==> config.mk <==
export PLATFORM = sky130hd
export DESIGN_NAME = psr_shift_reg
export DESIGN_NICKNAME = d
export VERILOG_FILES = /design/src/rtl/psr_pkg.sv /design/src/rtl/psr_edge_fsm.sv /design/src/rtl/psr_op_decode.sv /design/src/rtl/psr_stage_chain.sv /design/src/rtl/psr_shift_reg.sv
export SDC_FILE = /design/constraint.sdc
export NUM_CORES = 1
export LEC_CHECK = 0
export BUFFER_PORTS_ARGS = -buffer_cell sky130_fd_sc_hd__buf_2
export CAP_MARGIN = 20
export CORE_AREA = 2 2 39 41
export CTS_CLUSTER_DIAMETER = 200
export CTS_CLUSTER_SIZE = 20
export DETAILED_ROUTE_END_ITERATION = 6
export DIE_AREA = 0 0 41 43
export SYNTH_ARGS = -nofsm -noshare
export SYNTH_HDL_FRONTEND = slang
export SYNTH_HIERARCHICAL = 1
export SYNTH_SLANG_ARGS = --single-unit
==> constraint.sdc <==
create_clock -name clk -period 1.59 [get_ports clk]
set_input_delay 0.0795 -clock clk [delete_from_list [all_inputs] [get_ports clk]]
set_output_delay 0.0795 -clock clk [all_outputs]
set_load 0.02 [all_outputs]
==> src/rtl/psr_pkg.sv <==
package psr_pkg;

    // Last sampled level of the combined shift clock
    typedef enum logic {
        CK_LOW  = 1'b0,
        CK_HIGH = 1'b1
    } ck_state_e;

    // Operation applied to the stage chain at the next edge
    typedef enum logic [1:0] {
        OP_HOLD  = 2'd0,
        OP_SHIFT = 2'd1,
        OP_LOAD  = 2'd2
    } psr_op_e;

endpackage

==> src/rtl/psr_edge_fsm.sv <==
module psr_edge_fsm
    import psr_pkg::*;
(
    input  logic clk,
    input  logic rst,
    input  logic shift_ck,
    input  logic ck_hold,
    output logic rise
);

    ck_state_e state_q;
    ck_state_e state_d;
    logic      comb_ck;

    assign comb_ck = shift_ck | ck_hold;

    // State register
    always_ff @(posedge clk) begin
        if (rst) begin
            state_q <= CK_LOW;
        end else begin
            state_q <= state_d;
        end
    end

    // Next state and output
    always_comb begin
        state_d = state_q;
        rise    = 1'b0;
        unique case (state_q)
            CK_LOW: begin
                if (comb_ck) begin
                    state_d = CK_HIGH;
                    rise    = 1'b1;
                end
            end
            CK_HIGH: begin
                if (!comb_ck) begin
                    state_d = CK_LOW;
                end
            end
            default: begin
                state_d = CK_LOW;
            end
        endcase
    end

endmodule

==> src/rtl/psr_op_decode.sv <==
module psr_op_decode
    import psr_pkg::*;
(
    input  logic    load_n,
    input  logic    rise,
    output psr_op_e op
);

    // Load wins over a coincident shift request
    always_comb begin
        unique case ({load_n, rise})
            2'b00, 2'b01: op = OP_LOAD;
            2'b11:        op = OP_SHIFT;
            default:      op = OP_HOLD;
        endcase
    end

endmodule

==> src/rtl/psr_stage_chain.sv <==
module psr_stage_chain
    import psr_pkg::*;
#(
    parameter int WIDTH = 8
) (
    input  logic             clk,
    input  logic             rst,
    input  psr_op_e          op,
    input  logic             serial_in,
    input  logic [WIDTH-1:0] par_d,
    output logic [WIDTH-1:0] stage_q
);

    logic [WIDTH-1:0] feed;

    genvar gi;
    generate
        for (gi = 0; gi < WIDTH; gi++) begin : g_stage
            if (gi == 0) begin : g_head
                assign feed[gi] = serial_in;
            end else begin : g_body
                assign feed[gi] = stage_q[gi-1];
            end

            always_ff @(posedge clk) begin
                if (rst) begin
                    stage_q[gi] <= 1'b0;
                end else begin
                    unique case (op)
                        OP_LOAD:  stage_q[gi] <= par_d[gi];
                        OP_SHIFT: stage_q[gi] <= feed[gi];
                        default:  stage_q[gi] <= stage_q[gi];
                    endcase
                end
            end
        end
    endgenerate

endmodule

==> src/rtl/psr_shift_reg.sv <==
module psr_shift_reg
    import psr_pkg::*;
#(
    parameter int WIDTH = 8
) (
    input  logic             clk,
    input  logic             rst,
    input  logic             shift_ck,
    input  logic             ck_hold,
    input  logic             load_n,
    input  logic             serial_in,
    input  logic [WIDTH-1:0] par_d,
    output logic             tap_out,
    output logic             tap_out_n,
    output logic [WIDTH-1:0] stage_q
);

    localparam int LAST = WIDTH - 1;

    logic    rise;
    psr_op_e op;

    psr_edge_fsm u_edge (
        .clk      (clk),
        .rst      (rst),
        .shift_ck (shift_ck),
        .ck_hold  (ck_hold),
        .rise     (rise)
    );

    psr_op_decode u_dec (
        .load_n (load_n),
        .rise   (rise),
        .op     (op)
    );

    psr_stage_chain #(.WIDTH(WIDTH)) u_chain (
        .clk       (clk),
        .rst       (rst),
        .op        (op),
        .serial_in (serial_in),
        .par_d     (par_d),
        .stage_q   (stage_q)
    );

    assign tap_out   = stage_q[LAST];
    assign tap_out_n = ~stage_q[LAST];

endmodule

==> impl_metrics.csv, run 1 <==
group,metric,value,unit
final_layout,num-nets-final,84,
critical_path,crit_path_start_kind,"flip-flop",
pwr,p_clk_share,29.7,%
global_routing,grt_pass1_wl,1.47,mm
global_routing,grt_max_degree,10,
sta,report.final.slew_viol_count,0,
outcome,status,"completed",
pwr,power_switching,0.186,mW
sta,timing.fmax,711,MHz
detailed_routing,ant_nets,0,
pwr,p_per_area,1020,nW/um^2
placement,place_ws,0.0438,ns
placement,hpwl,702,um
clocking,path_clk_slew,0.06,ns
final_layout,n_antenna_cell,0,
sta,fin_crit_sh,88.5,%
critical_path,max_stage_delay,0.33,ns
hold_path,hp-start,"shift_ck",
final_layout,nFillCells,148,
clocking,cts.sinks,9,
clocking,cts_setup_buffers,0,
final_layout,fin_util,42.8,%
synthesis,yosysWarnings,6,
pwr,p_leak,0.284,nW
synthesis,yosysTopAreaCellShare,39.9,%
detailed_routing,route.detailed.drc,0,
critical_path,crit_fanout,8,
pwr,ir_worst_vdd,0.419,mV
global_routing,grtUsageMet2,15.3,%
clocking,clock_latency,0.26,ns
synthesis,synth-seq-cells,9,
critical_path,end_kind,"flip-flop",
run,maxCapViolCount,0,
clocking,hold_buffers,0,
global_routing,grtUsageMet3,4.71,%
sta,skew,0.000611,ns
sta,fin_ws,0.183,ns
final_layout,area_growth,31.0,%
die,rows,14,
hold_path,hold_class,"in -> reg",
clocking,cts_tree,"yes",
die,die_w,41,um
critical_path,r2r_end,"u_chain/stage_q[5]",
critical_path,cp_slowest_cell,"ha_2",
synthesis,ys_types,13,
detailed_routing,via_per_inst,4.67,
synthesis,seq_area_frac_synth,39.9,%
detailed_routing,dr.pass1.iters,4,
global_routing,grt-ovfl-total,0,
sta,finalSetupTns,0,ns
hold_path,hold_depth,2,
critical_path,r2r-start,"u_edge/state_q",
critical_path,worstSetupPathType,"reg -> reg",
critical_path,cp.arrival,1.58,ns
critical_path,crit_chain,"o21ba_1 -> and2_1 -> ha_2 -> mux2i_1 -> a211oi_1",
hold_path,hold_end,"u_edge/state_q",
die,fp.dieH,43,um
pwr,p_seq_share,44.0,%
detailed_routing,drtIter0Drc,3,
placement,gp_congestion,0.677,
global_routing,top_usage_layer,"met1",
pwr,p_comb_share,26.3,%
sta,timing.hold.ws,0.0413,ns
synthesis,synth_nets,59,
detailed_routing,post_drt_wl_per_cell,11.2,um
global_routing,grt_use_total,12.9,%
die,ios,24,
placement,portBuffers,23,
sta,rsz0062_at_grt,"false",
clocking,cts_buffers,3,
synthesis,yosys.area.top_type,"dfxtp_1",
global_routing,antenna_found_initial,0,
detailed_routing,wl,938,um
die,start_util,32.6,%
sta,timing.slew.headroom,82.6,%
die,design.core.area,1380,um^2
final_layout,layout_commonest_cell,"buf_2",
critical_path,critPathRequiredTime,1.76,ns
sta,setup_viol,0,
synthesis,synth_area_per_cell,10.3,um^2
pwr,p_int,0.418,mW
sta,period_minus_slack,1.41,ns
global_routing,grt_pass1_vias,342,
clocking,clockBufferDepth,2,
critical_path,worst_r2r_path_depth,5,
clocking,h-tree-depth,1,
detailed_routing,vias,392,
sta,hold_viol,0,
die,dieArea,1760,um^2
synthesis,synthCells,44,
synthesis,ys_top_cells_by_area,"dfxtp_1, mux2i_1, a211oi_1",
clocking,clock_tree.root_cell,"clkbuf_4",
global_routing,use_met1,17.7,%
pwr,totalPowerFinal,0.604,mW
synthesis,netlist_area,452,um^2
final_layout,mostFrequentLayoutCells,"buf_2, dfxtp_1, mux2i_1, a211oi_1, nor2b_1",
sta,tightest_slew,0.261,ns
final_layout,final_layout_size_suffix_gt1_share,41.2,%
critical_path,rrSetupSlack,0.18,ns
pwr,p_sw_share,30.8,%
-- layout make-up --
| cell class | instances | area (um^2) | share of cell area (%) |
|---|---|---|---|
| Tap cell | 16 | 20.0 | 3.38 |
| Timing Repair Buffer | 23 | 115 | 19.5 |
| Clock buffer | 4 | 26.3 | 4.44 |
| Inverter | 4 | 15.0 | 2.54 |
| Multi-Input combinational cell | 28 | 235 | 39.7 |
| Sequential cell | 9 | 180 | 30.4 |
-- worst max-delay path by stage --
stage                        start                 end  slack, ns  cells past startpoint
finish              u_edge/state_q  u_chain/stage_q[5]       0.18                      5
detailed placement  u_edge/state_q  u_chain/stage_q[5]       0.04                      5
global placement    u_edge/state_q  u_chain/stage_q[4]        0.1                      5
global route        u_edge/state_q  u_chain/stage_q[5]       0.07                      5
floorplan           u_edge/state_q  u_chain/stage_q[2]       0.26                      5
CTS                 u_edge/state_q  u_chain/stage_q[5]       0.03                      5
-- metrics by stage --
| stage | instance area, um^2 | instances |
|---|---|---|
| 5_1_grt | 592 | 84 |
| 3_5_place_dp | 563 | 80 |
| 2_1_floorplan | 452 | 44 |
| 4_1_cts | 589 | 84 |
| 6_report | 592 | 84 |
| 3_3_place_gp | 563 | 80 |
-- routing by layer --
layer,part of all wire (%),vias to the layer above
met5,0,-
met2,42,14
met3,7.7,0
met1,50,175
met4,0,0
li1,-,203
-- registers in the layout (all words and copies together) (netlist names) --
signal / cells
u_chain/stage_q: 8
u_edge/state_q: 1
-- synthesized netlist by cell type (all sizes together) --
cell / instances
dfxtp: 9
a211oi: 8
mux2i: 8
nor2b: 5
inv: 4
and2b: 3
buf: 2
o21ba: 2
and2: 1
clkbuf: 1
ha: 1
-- repair_timing --
action	in CTS	in global routing
endpoints found under the hold margin	0	0
resized for setup	0	1
setup endpoints to repair	0	5
-- cells by family (layout without fill, tap and decap cells) --
| family | count (synthesis) | in the layout | share of synthesized area, % |
|---|---|---|---|
| AO/OA/AOI/OAI | 10 | 10 | 17.7 |
| flip-flops | 9 | 9 | 39.9 |
| AND/OR/NAND/NOR | 9 | 9 | 13.3 |
| multiplexers | 8 | 8 | 17.7 |
| buffers and inverters | 7 | 31 | 8.59 |
| adder cells (fa/ha/maj) | 1 | 1 | 2.77 |
-- critical path: cells and delay by family (launching register included) --
family | cells | cell delay (ns)
AO/OA/AOI/OAI | 2 | 0.44
AND/OR/NAND/NOR | 1 | 0.12
flip-flops | 1 | 0.30
adder cells (fa/ha/maj) | 1 | 0.33
multiplexers | 1 | 0.13
-- power groups by stage --
stage	clock network, mW	registers, mW	logic (mW)
6_report	0.180	0.266	0.158
2_1_floorplan	0	0.297	0.0819
3_3_place_gp	0	0.270	0.157
3_5_place_dp	0	0.272	0.158
5_1_grt	0.200	0.269	0.173
4_1_cts	0.185	0.267	0.159
Note: power is estimated with default switching activity, not from simulation.
==> inputs of run 2 (changes only) <==
Settings changed: CELL_PAD_IN_SITES_DETAIL_PLACEMENT set to 0, CELL_PAD_IN_SITES_GLOBAL_PLACEMENT set to 1, CORE_AREA 2 2 39 41 to not set, CORE_MARGIN set to 1, CORE_UTILIZATION set to 30, DIE_AREA 0 0 41 43 to not set, PLACE_DENSITY_LB_ADDON set to 0.1.
==> impl_metrics.csv, run 2 (synthesis gave the netlist of run 1 again) <==
group,metric,value,unit
critical_path,end_kind,"flip-flop",
placement,gp_congestion,0.659,
critical_path,critPathRequiredTime,1.76,ns
critical_path,cp.arrival,1.58,ns
sta,hold_viol,0,
sta,tightest_slew,0.264,ns
die,die_w,40.8,um
hold_path,hold_class,"in -> reg",
final_layout,n_antenna_cell,0,
critical_path,worst_r2r_path_depth,5,
die,rows,13,
final_layout,regArea,180,um^2
clocking,clockBufferDepth,2,
clocking,clock_latency,0.26,ns
pwr,p_seq_share,44.1,%
final_layout,fin_util,43.7,%
final_layout,multi_input_area,235,um^2
detailed_routing,dr.pass1.iters,3,
die,fp.dieH,40.8,um
die,dieArea,1660,um^2
final_layout,nFillCells,141,
pwr,power_switching,0.185,mW
run,maxCapViolCount,0,
critical_path,r2r-start,"u_edge/state_q",
sta,rsz0062_at_grt,"false",
sta,timing.slew.headroom,82.4,%
pwr,p_leak,0.284,nW
final_layout,num-nets-final,84,
outcome,status,"completed",
pwr,p_int,0.418,mW
final_layout,mostFrequentLayoutCells,"buf_2, dfxtp_1, mux2i_1, a211oi_1, nor2b_1",
final_layout,largest_reg_flops,8,
final_layout,postLayoutCellArea,591,um^2
pwr,ir_worst_vdd,0.459,mV
detailed_routing,ant_nets,0,
critical_path,r2r_end,"u_chain/stage_q[2]",
sta,report.final.slew_viol_count,0,
global_routing,grt_max_degree,10,
clocking,cts_setup_buffers,0,
die,design.core.area,1350,um^2
clocking,cts_buffers,3,
critical_path,rrSetupSlack,0.18,ns
sta,finalSetupTns,0,ns
final_layout,layout_commonest_cell,"buf_2",
detailed_routing,route.detailed.drc,0,
critical_path,crit_fanout,9,
die,ios,24,
placement,portBuffers,23,
clocking,path_clk_slew,0.06,ns
clocking,cts_tree,"yes",
global_routing,grt_pass1_wl,1.35,mm
final_layout,top_regs,"u_chain/stage_q (8), u_edge/state_q (1)",
global_routing,grt_use_total,13.8,%
clocking,clock_tree.root_cell,"clkbuf_4",
critical_path,startpoint,"u_edge/state_q",
detailed_routing,via_per_inst,4.66,
sta,timing.fmax,710,MHz
die,start_util,33.5,%
pwr,p_clk_share,29.6,%
global_routing,antenna_found_initial,0,
clocking,cts.sinks,9,
global_routing,grt_pass1_vias,313,
final_layout,top_register,"u_chain/stage_q",
pwr,p_sw_share,30.7,%
placement,placed_cell_area,562,um^2
critical_path,worstSetupPathType,"reg -> reg",
global_routing,grt-ovfl-total,0,
critical_path,endpoint,"u_chain/stage_q[2]",
final_layout,area_growth,30.7,%
sta,fin_crit_sh,88.6,%
sta,period_minus_slack,1.41,ns
clocking,h-tree-depth,1,
detailed_routing,wl,955,um
sta,skew,0.00161,ns
critical_path,crit_path_start_kind,"flip-flop",
placement,hpwl,662,um
sta,setup_viol,0,
pwr,p_comb_share,26.3,%
detailed_routing,post_drt_wl_per_cell,11.5,um
pwr,p_per_area,1020,nW/um^2
pwr,totalPowerFinal,0.603,mW
final_layout,final_layout_size_suffix_gt1_share,41.2,%
detailed_routing,drtIter0Drc,8,
detailed_routing,vias,387,
[run 2: cell counts in the layout (fill, tap and decap cells not counted)]
Identical to the previous run, type by type.
[run 2: repair_timing]
item / 4_1_cts / 5_1_grt
hold endpoints to repair: 0 / 0
setup endpoints to repair: 0 / 7
resized for setup: 0 / 1
hold buffers: 0 / 0
[run 2: power by group through the flow]
stage / Sequential [mW] / Combinational [mW] / Clock [mW]
2_1_floorplan: 0.297 / 0.0819 / 0
3_3_place_gp: 0.271 / 0.159 / 0
3_5_place_dp: 0.271 / 0.157 / 0
4_1_cts: 0.266 / 0.158 / 0.188
5_1_grt: 0.269 / 0.174 / 0.205
6_report: 0.266 / 0.158 / 0.178
[run 2: worst min-delay path by stage]
stage | startpoint | endpoint | cells after the start
after floorplan | shift_ck | u_edge/state_q | 1
after global placement | shift_ck | u_edge/state_q | 2
after detailed placement | shift_ck | u_edge/state_q | 2
after CTS | shift_ck | u_edge/state_q | 2
after global routing | shift_ck | u_edge/state_q | 2
final | shift_ck | u_edge/state_q | 2
[run 2: cell type report]
class	count	area share, %
clock buffers	4	4.45
inverters	4	2.54
multi-input cells	28	39.8
flip-flops and latches	9	30.5
well taps	15	3.18
repair buffers	23	19.5
[run 2: through the flow]
stage                     hold WS, ns  setup WS [ns]  std cells
after detailed placement        0.311         0.0712         79
after CTS                      0.0343         0.0297         83
after global placement          0.315         0.0938         79
after global routing           0.0442         0.0939         83
final                          0.0426          0.181         83
after floorplan                 0.199          0.262         44
[run 2: metal layers]
metal	up-vias	wire, um	part of all wire, %	GRT usage [%]
met4	0	8	0.84	10.0
met1	166	440	46	15.5
met2	17	425	45	18.8
met5	-	0	0	0
met3	2	80	8.4	8.15
li1	202	-	-	-
[run 2: worst max-delay path, cell delays in order, from the launching register on]
cell and delay, ns:
dfxtp_1 0.29, o21ba_1 0.19, and2_1 0.13, ha_2 0.32
and2b_1 0.17, a211oi_1 0.22
